<file path="src/rtl/pa_pkg.sv">
package pa_pkg;
  typedef enum logic [1:0] {
    SZ_BYTE = 2'd0,
    SZ_HALF = 2'd1,
    SZ_WORD = 2'd2
  } acc_size_e;

  typedef enum logic [1:0] {
    ST_IDLE   = 2'd0,
    ST_DNREQ  = 2'd1,
    ST_DNWAIT = 2'd2,
    ST_RSP    = 2'd3
  } gate_state_e;
endpackage

</file>
<file path="src/rtl/pa_regs.sv">
module pa_regs #(
  parameter int NSLOT    = 16,
  parameter int DW       = 32,
  parameter int OFS_W    = 12,
  parameter int SIZE_OFS = 12'h00C,
  parameter int SUP_OFS  = 12'h000
) (
  input  logic             clk,
  input  logic             rst_n,
  input  logic             wr_en,
  input  logic [OFS_W-1:0] ofs,
  input  logic [DW-1:0]    wdata,
  output logic [NSLOT-1:0] size_bits,
  output logic [NSLOT-1:0] sup_bits,
  output logic [DW-1:0]    rdata
);
  localparam int PADW = DW - NSLOT;

  logic hit_size, hit_sup;
  assign hit_size = (ofs == OFS_W'(SIZE_OFS));
  assign hit_sup  = (ofs == OFS_W'(SUP_OFS));

  // Bit 0 of each register is fixed; the rest are flops
  assign size_bits[0] = 1'b0;
  assign sup_bits[0]  = 1'b1;

  for (genvar i = 1; i < NSLOT; i++) begin : g_bit
    always_ff @(posedge clk or negedge rst_n) begin
      if (!rst_n) begin
        size_bits[i] <= 1'b0;
        sup_bits[i]  <= 1'b0;
      end else if (wr_en) begin
        if (hit_size) size_bits[i] <= wdata[i];
        if (hit_sup)  sup_bits[i]  <= wdata[i];
      end
    end
  end

  always_comb begin
    if (hit_size)     rdata = {{PADW{1'b0}}, size_bits};
    else if (hit_sup) rdata = {{PADW{1'b1}}, sup_bits};
    else              rdata = '0;
  end
endmodule

</file>
<file path="src/rtl/pa_check.sv">
module pa_check
  import pa_pkg::*;
#(
  parameter int          NSLOT    = 16,
  parameter int          SLOT_W   = 4,
  parameter logic [31:0] SLOT_NAT = 32'h2492_4924
) (
  input  logic [SLOT_W-1:0] slot,
  input  logic [1:0]        size,
  input  logic              super_mode,
  input  logic [NSLOT-1:0]  size_bits,
  input  logic [NSLOT-1:0]  sup_bits,
  output logic              is_reg,
  output logic              reject
);
  logic [NSLOT-1:0] allow;

  // Slot 0 is the gate itself: supervisor only, never width-locked
  assign allow[0] = super_mode;

  for (genvar i = 1; i < NSLOT; i++) begin : g_slot
    logic width_ok, priv_ok;
    assign width_ok = !size_bits[i] || (size == SLOT_NAT[2*i +: 2]);
    assign priv_ok  = !sup_bits[i] || super_mode;
    assign allow[i] = width_ok && priv_ok;
  end

  assign is_reg = (slot == '0);
  assign reject = !allow[slot];
endmodule

</file>
<file path="src/rtl/pa_gate.sv">
module pa_gate
  import pa_pkg::*;
#(
  parameter int          AW       = 24,
  parameter int          DW       = 32,
  parameter int          SLOT_LSB = 12,
  parameter int          NSLOT    = 16,
  parameter logic [31:0] SLOT_NAT = 32'h2492_4924
) (
  input  logic          clk,
  input  logic          rst_n,
  input  logic          req_valid,
  output logic          req_ready,
  input  logic [AW-1:0] req_addr,
  input  logic          req_write,
  input  logic [1:0]    req_size,
  input  logic          req_super,
  input  logic [DW-1:0] req_wdata,
  output logic          rsp_valid,
  input  logic          rsp_ready,
  output logic          rsp_err,
  output logic [DW-1:0] rsp_rdata,
  output logic          dn_valid,
  input  logic          dn_ready,
  output logic [AW-1:0] dn_addr,
  output logic          dn_write,
  output logic [1:0]    dn_size,
  output logic [DW-1:0] dn_wdata,
  input  logic          dn_rsp_valid,
  input  logic [DW-1:0] dn_rsp_rdata
);
  localparam int SLOT_W = $clog2(NSLOT);

  gate_state_e       state_q;
  logic [SLOT_W-1:0] slot;
  logic [NSLOT-1:0]  size_bits, sup_bits;
  logic [DW-1:0]     reg_rdata;
  logic              is_reg, reject, accept, reg_wr;

  logic [AW-1:0]     addr_q;
  logic              write_q;
  logic [1:0]        size_q;
  logic [DW-1:0]     wdata_q;
  logic              err_q;
  logic [DW-1:0]     rdata_q;

  assign slot      = req_addr[SLOT_LSB +: SLOT_W];
  assign req_ready = (state_q == ST_IDLE);
  assign accept    = req_valid && req_ready;
  assign reg_wr    = accept && is_reg && req_super && req_write;

  pa_check #(
    .NSLOT(NSLOT), .SLOT_W(SLOT_W), .SLOT_NAT(SLOT_NAT)
  ) u_check (
    .slot(slot), .size(req_size), .super_mode(req_super),
    .size_bits(size_bits), .sup_bits(sup_bits),
    .is_reg(is_reg), .reject(reject)
  );

  pa_regs #(
    .NSLOT(NSLOT), .DW(DW), .OFS_W(SLOT_LSB)
  ) u_regs (
    .clk(clk), .rst_n(rst_n), .wr_en(reg_wr),
    .ofs(req_addr[SLOT_LSB-1:0]), .wdata(req_wdata),
    .size_bits(size_bits), .sup_bits(sup_bits), .rdata(reg_rdata)
  );

  always_ff @(posedge clk or negedge rst_n) begin
    if (!rst_n) begin
      state_q <= ST_IDLE;
      addr_q  <= '0;
      write_q <= 1'b0;
      size_q  <= '0;
      wdata_q <= '0;
      err_q   <= 1'b0;
      rdata_q <= '0;
    end else begin
      case (state_q)
        ST_IDLE: if (accept) begin
          addr_q  <= req_addr;
          write_q <= req_write;
          size_q  <= req_size;
          wdata_q <= req_wdata;
          if (reject) begin
            state_q <= ST_RSP;
            err_q   <= 1'b1;
            rdata_q <= '0;
          end else if (is_reg) begin
            state_q <= ST_RSP;
            err_q   <= 1'b0;
            rdata_q <= req_write ? '0 : reg_rdata;
          end else begin
            state_q <= ST_DNREQ;
          end
        end
        ST_DNREQ: if (dn_ready) state_q <= ST_DNWAIT;
        ST_DNWAIT: if (dn_rsp_valid) begin
          state_q <= ST_RSP;
          err_q   <= 1'b0;
          rdata_q <= dn_rsp_rdata;
        end
        ST_RSP: if (rsp_ready) state_q <= ST_IDLE;
        default: state_q <= ST_IDLE;
      endcase
    end
  end

  assign dn_valid  = (state_q == ST_DNREQ);
  assign dn_addr   = addr_q;
  assign dn_write  = write_q;
  assign dn_size   = size_q;
  assign dn_wdata  = wdata_q;
  assign rsp_valid = (state_q == ST_RSP);
  assign rsp_err   = err_q;
  assign rsp_rdata = rdata_q;
endmodule

</file>
<file path="config.mk">
export PLATFORM = sky130hd
export DESIGN_NAME = pa_gate
export DESIGN_NICKNAME = d
export VERILOG_FILES = /design/src/rtl/pa_pkg.sv /design/src/rtl/pa_regs.sv /design/src/rtl/pa_check.sv /design/src/rtl/pa_gate.sv
export SDC_FILE = /design/constraint.sdc
export NUM_CORES = 1
export LEC_CHECK = 0
export CAP_MARGIN = 20
export CORE_MARGIN = 2
export CORE_UTILIZATION = 35
export CTS_CLUSTER_DIAMETER = 30
export DETAILED_ROUTE_END_ITERATION = 8
export PLACE_DENSITY_LB_ADDON = 0.25
export SYNTH_ARGS = -nofsm -noshare
export SYNTH_HDL_FRONTEND = slang
export SYNTH_SLANG_ARGS = --single-unit
</file>
<file path="constraint.sdc">
create_clock -name clk -period 3.85 [get_ports clk]
set_input_delay 1.155 -clock clk [delete_from_list [all_inputs] [get_ports clk]]
set_output_delay 1.155 -clock clk [all_outputs]
set_load 0.01 [all_outputs]
</file>
==> qor.yml, run 1 <==
r2r_end: "rsp_rdata[14]"
holdPathStages: 2
initialDrtViolationCount: 236
hold_viol_final: 0
hold_path_end: "dn_addr[12]"
route.detailed.drc: 0
synth_top_area_share_pct: 55.1
antenna_found_initial: 0
grt_setup_unrepaired: "false"
start_util_pct: 35.6
yosysTopAreaCell: "dfrtp_1"
fin_skew_ns: 0.00735
worst-path-stages: 8
path_max_fanout: 17
max-vdd-ir-drop_mv: 0.318
drv_cap: 0
finalCriticalPeriod_ns: 3.34
die_area_mm2: 0.0171
worst_pin_slew_ns: 0.785
fmax_mhz: 300
final_nets: 741
seq_power_share_pct: 32.5
fin_util_pct: 53.0
total_power_uw: 6420
clock_path_buffers: 2
drive_above_1_share_pct: 25.5
vias_per_cell: 5.02
clock_sinks: 124
slew_headroom_pct: 47.7
grtUsageMet2_pct: 28.6
synth-seq-area-share_pct: 55.1
syn_to_final_growth_pct: 49.0
sw_frac_of_total_pct: 30.8
power_density_mw_per_mm2: 764
routed_wirelength_mm: 14.8
ys.flop_type: "dfrtp_1"
grt-busiest-layer: "met2"
power_frac_comb_pct: 44.4
core-area_mm2: 0.0158
power.switching_uw: 1970
syn_avg_cell_area_um2: 12.8
htreeDepth: 4
grt_max_degree: 64
preCtsSetupSlack_ns: 0.114
drtAntennaViolNets: 0
fill_cells: 1378
cp-start-kind: "input port"
cts_tree: "yes"
io_pins: 193
antenna_cells: 0
finalNonFillerCells: 864
ys_warn_count: 0
place_inst: 835
cts-root-buf: "clkbuf_16"
grt.total_usage_pct: 17.7
crit_chain: "clkdlybuf4s50_1 -> nand2b_2 -> a31oi_1 -> a221o_1 -> or2_0 -> a311o_2 -> buf_12 -> mux2_4"
slew_viol_final: 0
arrival_ns: 3.63
post_drt_wl_per_cell_um: 17.2
p_leak_uw: 0.00362
fin_crit_sh_pct: 86.7
setup_viol: 0
synth.distinct_cells: 43
first_global_vias: 4407
cp_slowest_cell: "clkdlybuf4s50_1"
postCtsHoldBufs: 0
crit_buf_inv: 2
syn-cell-area_mm2: 0.00563
crit_type: "in -> reg"
post_cts_resized: 0
synth.area.top_cells: "dfrtp_1 55%, mux2_2 18%, mux2_4 2.9%"
grt_first_pass_wirelength_mm: 23.2
power.internal_uw: 4440
r2r_cells: 6
setup_ws_ns: 0.513
hold_start: "dn_addr[12]"
grt_remaining_overflow: 0
cts.clk_slew.worst_paths_ns: 0.05
crit_required_ns: 4.14
synth_edf_count: 0
grtUsageMet1_pct: 22.9
critical_path.max_stage_delay_ns: 0.65
cp_top_family: "compound AO/OA/AOI/OAI gates"
r2r_start: "state_q[0]"
hp-class: "reg -> reg"
insertion_delay_ns: 0.41
rows: 46
synth_seq_cells: 124
fp.dieH_um: 131
worstSetupEndpointType: "flop"
numCtsBuffers: 17
fp.dieW_um: 131
synthesis.nets: 543
dp_hpwl_mm: 10.9
ys_async_sr_fraction_pct: 100
clkPwrFrac_pct: 23.1
rrSetupSlack_ns: 1.41
drt_pass1_iterations: 5
cts_setup_buffers: 0
vias: 4333
gp_congestion: 0.902
syn_inst: 440
place.port_buffers: 192
outcome: "finished, final reports clean"
grt_use_met3_pct: 5.66
setup_tns_ns: 0
-- per-stage QoR --
stage | area (um2) | hold slack (ns)
final | 8390 | 0.481
after global routing | 8390 | 0.509
after CTS | 8390 | 0.486
after detailed placement | 7840 | 0.475
after global placement | 7840 | 0.469
after floorplan | 5630 | 0.496
-- worst max-delay path by stage --
| stage | end | slack (ns) | start |
|---|---|---|---|
| floorplan | rsp_rdata[10] | 0.60 | req_addr[12] |
| global placement | rsp_rdata[11] | 0.18 | req_size[1] |
| detailed placement | rsp_rdata[14] | 0.11 | req_size[1] |
| CTS | rsp_rdata[14] | 0.56 | req_size[1] |
| global route | rsp_rdata[1] | 0.36 | req_size[1] |
| finish | rsp_rdata[14] | 0.51 | req_size[1] |
-- layout by cell type, fill, tap and decap left out, drive strengths merged, types with 3 or more instances in the layout --
cell / n
nand2: 25
ha: 5
nand2b: 3
a21oi: 27
clkdlybuf4s50: 191
a22oi: 17
clkbuf: 22
inv: 25
clkinv: 5
dfrtp: 124
nor3: 3
a211oi: 3
a32oi: 17
buf: 16
mux2: 102
o21ai: 24
nand4: 3
nor2: 6
a221oi: 6
-- state kept, by name, indices dropped and copies added, names as in the netlist --
register	cells
state_q	2
dn_size	2
u_regs.size_bits	15
rsp_err	1
dn_write	1
u_regs.sup_bits	15
dn_wdata	32
rsp_rdata	32
dn_addr	24
-- power groups by stage --
| stage | Combinational (uW) | Sequential (uW) | Clock [uW] |
|---|---|---|---|
| 6_report | 2850 | 2080 | 1480 |
| 5_1_grt | 3080 | 2160 | 1590 |
| 4_1_cts | 2900 | 2090 | 1520 |
| 3_5_place_dp | 2890 | 2110 | 0 |
| 3_3_place_gp | 2820 | 2080 | 0 |
| 2_1_floorplan | 1240 | 2300 | 0 |
-- layout make-up --
type	instances	area, um2	area share [%]
sequential	124	3100	37.0
multi-input combinational	263	2300	27.4
timing repair buffer	207	2070	24.7
clock buffer	22	484	5.77
tap	216	270	3.22
inverter	25	93.8	1.12
clock inverter	7	66.3	0.790
-- cell families after synthesis --
group	Yosys count	synth area share, %
flops	124	55.1
compound gates	106	14.1
mux	102	21.1
buf+inv	53	4.27
simple gates	50	4.29
fa+ha+maj	5	1.11
-- tightest hold or removal path: cells and delay by family (launching register included) --
| kind | cells | cell delay [ns] |
|---|---|---|
| compound gates | 1 | 0.06 |
| flops | 1 | 0.34 |
| simple gates | 1 | 0.04 |
-- layer usage --
metal | share of wire [%] | wire length (um)
met5 | 0 | 0
met4 | 1.4 | 215
met3 | 7.6 | 1120
met2 | 48 | 7050
met1 | 43 | 6450
-- cell usage after synthesis, types with 6 or more instances --
| cell | n |
|---|---|
| dfrtp_1 | 124 |
| a32oi_2 | 10 |
| mux2_2 | 91 |
| nand2_1 | 25 |
| a21oi_1 | 27 |
| buf_2 | 6 |
| a32oi_1 | 7 |
| a22oi_1 | 17 |
| mux2_4 | 11 |
| clkbuf_1 | 18 |
| inv_1 | 23 |
| nor2_1 | 6 |
| o21ai_0 | 24 |
Note: power is estimated with default switching activity, not from simulation.
==> inputs of run 2 (changes only) <==
- CAP_MARGIN: 20 -> default
- CELL_PAD_IN_SITES_DETAIL_PLACEMENT: default -> 0
- CELL_PAD_IN_SITES_GLOBAL_PLACEMENT: default -> 1
==> qor.yml, run 2 (synthesis gave the netlist of run 1 again) <==
hp-class: "reg -> reg"
crit_type: "in -> reg"
final_nets: 741  # unchanged
power_density_mw_per_mm2: 783  # +2.4%
initialDrtViolationCount: 223  # -5.5%
layout_common_cells: "191 x clkdlybuf4s50_1, 124 x dfrtp_1, 91 x mux2_2, 27 x a21oi_1"
drive_above_1_share_pct: 25.4  # -0.039 points
start_util_pct: 35.6  # unchanged
rows: 46  # unchanged
post_cts_resized: 0  # unchanged
slew_headroom_pct: 46.4  # -1.3 points
finalCriticalPeriod_ns: 3.41  # +0.0693 ns
arrival_ns: 3.73  # +0.10 ns
worstSetupEndpointType: "flop"
cts_setup_buffers: 0  # unchanged
first_global_vias: 4419  # +0.27%
core-area_mm2: 0.0158  # unchanged
dp_hpwl_mm: 10.8  # -0.96%
max-vdd-ir-drop_mv: 0.366  # +15%
slew_viol_final: 0  # unchanged
p_leak_uw: 0.00365  # +0.74%
wl_met3_mm: 1.01  # -10%
drtAntennaViolNets: 0  # unchanged
wl_met2_mm: 7.04  # about the same
fin_skew_ns: 0.00918  # +0.00183 ns
drt_pass1_iterations: 5  # unchanged
grt_max_degree: 65  # +1.6%
vias: 4332  # -0.023%
postCtsHoldBufs: 0  # unchanged
cp-start-kind: "input port"
vias_per_cell: 5.01  # -0.14%
fmax_mhz: 294  # -2.0%
grt_first_pass_wirelength_mm: 23.1  # -0.30%
crit_required_ns: 4.18  # +0.04 ns
path_max_fanout: 19  # +2
antenna_cells: 0  # unchanged
grt.total_usage_pct: 17.8  # +0.076 points
htreeDepth: 4  # unchanged
grt_setup_unrepaired: "false"
insertion_delay_ns: 0.42  # about the same
numCtsBuffers: 17  # unchanged
drt-met1-wl_mm: 6.49  # +0.74%
cts_tree: "yes"
place.port_buffers: 192  # unchanged
hold_viol_final: 0  # unchanged
route.detailed.drc: 0  # unchanged
die_area_mm2: 0.0171  # unchanged
gp_congestion: 0.932  # +3.3%
antenna_found_initial: 0  # unchanged
setup_tns_ns: 0  # unchanged
maxUsedRoutingLayer: "met4"
setup_viol: 0  # unchanged
post_drt_wl_per_cell_um: 17.2  # +0.32%
cts.clk_slew.worst_paths_ns: 0.05  # about the same
routed_wirelength_mm: 14.9  # +0.44%
io_pins: 193  # unchanged
clock_sinks: 124  # unchanged
syn_to_final_growth_pct: 50.4
fill_cells: 1364  # -1.0%
fp.dieH_um: 131  # unchanged
worst_pin_slew_ns: 0.804  # +0.0196 ns
grt_remaining_overflow: 0  # unchanged
drv_cap: 0  # unchanged
fp.dieW_um: 131  # unchanged
clock_path_buffers: 2  # unchanged
layout_commonest_cell: "clkdlybuf4s50_1"
cts-root-buf: "clkbuf_16"
total_power_uw: 6630  # +3.4%
outcome: "finished, final reports clean"
fin_crit_sh_pct: 88.5  # +1.8 points
-- run 2: changes by cell type in the layout (fill, tap and decap cells not counted) --
| cell | delta |
|---|---|
| nand2_2 | +1 |
| clkbuf_8 | +1 |
| clkbuf_1 | +1 |
| clkinv_4 | -1 |
| nand2_4 | -1 |
| clkinv_2 | -3 |
| bufinv_16 | +3 |
-- run 2: path summary, 6_finish.rpt --
| path | slack [ns] | cells after the start | end | from |
|---|---|---|---|---|
| worst max-delay path | 0.44 | 10 | rsp_rdata[19] | req_size[1] |
| worst min register to register | 0.48 | 1 | rsp_err | rsp_err |
| worst min-delay path | 0.48 | 1 | rsp_err | rsp_err |
| min in group asynchronous | 0.71 | 1 | rsp_rdata[26] | rst_n |
| worst max register to register | 1.30 | 7 | rsp_rdata[19] | state_q[0] |
| max in group asynchronous | 2.37 | 2 | dn_wdata[20] | rst_n |
-- run 2: cell type report --
| class | count | area [um2] | area share, % |
|---|---|---|---|
| Timing Repair Buffer | 207 | 2070 | 24.5 |
| Tap cell | 216 | 270 | 3.19 |
| Clock inverter | 6 | 133 | 1.57 |
| Sequential cell | 124 | 3100 | 36.6 |
| Multi-Input combinational cell | 263 | 2300 | 27.1 |
| Inverter | 25 | 93.8 | 1.11 |
| Clock buffer | 24 | 502 | 5.92 |
-- run 2: critical path, cell delays in order --
cell and delay, ns:
clkdlybuf4s50_1 0.66, nand2b_2 0.25, a221oi_1 0.11, a211oi_1 0.25
a211oi_1 0.09, or2_0 0.26, a311o_2 0.39, buf_12 0.17
buf_4 0.20, a32oi_1 0.18
-- run 2: through the flow --
stage / utilization [%] / hold WS [ns] / setup WS, ns / instance area (um2) / cells
after global placement: 49.5 / 0.460 / 0.151 / 7840 / 835
final: 53.5 / 0.483 / 0.443 / 8470 / 865
after detailed placement: 49.5 / 0.479 / 0.0314 / 7840 / 835
after CTS: 53.5 / 0.490 / 0.470 / 8470 / 865
after global routing: 53.5 / 0.507 / 0.325 / 8470 / 865
after floorplan: - / 0.496 / 0.604 / 5630 / 440
-- run 2: report_power, final --
part	leakage, uW	total (uW)	internal, uW	switching (uW)
registers	0.00156	2080	1820	259
clock network	0.000308	1710	1160	551
logic	0.00178	2850	1680	1160
total	0.00365	6630	4660	1970
-- run 2: layer usage --
metal | vias up | global-route usage (%)
met5 | - | 0
met4 | 0 | 7.38
met3 | 27 | 5.54
met2 | 168 | 29.0
met1 | 2125 | 22.1
li1 | 2012 | -
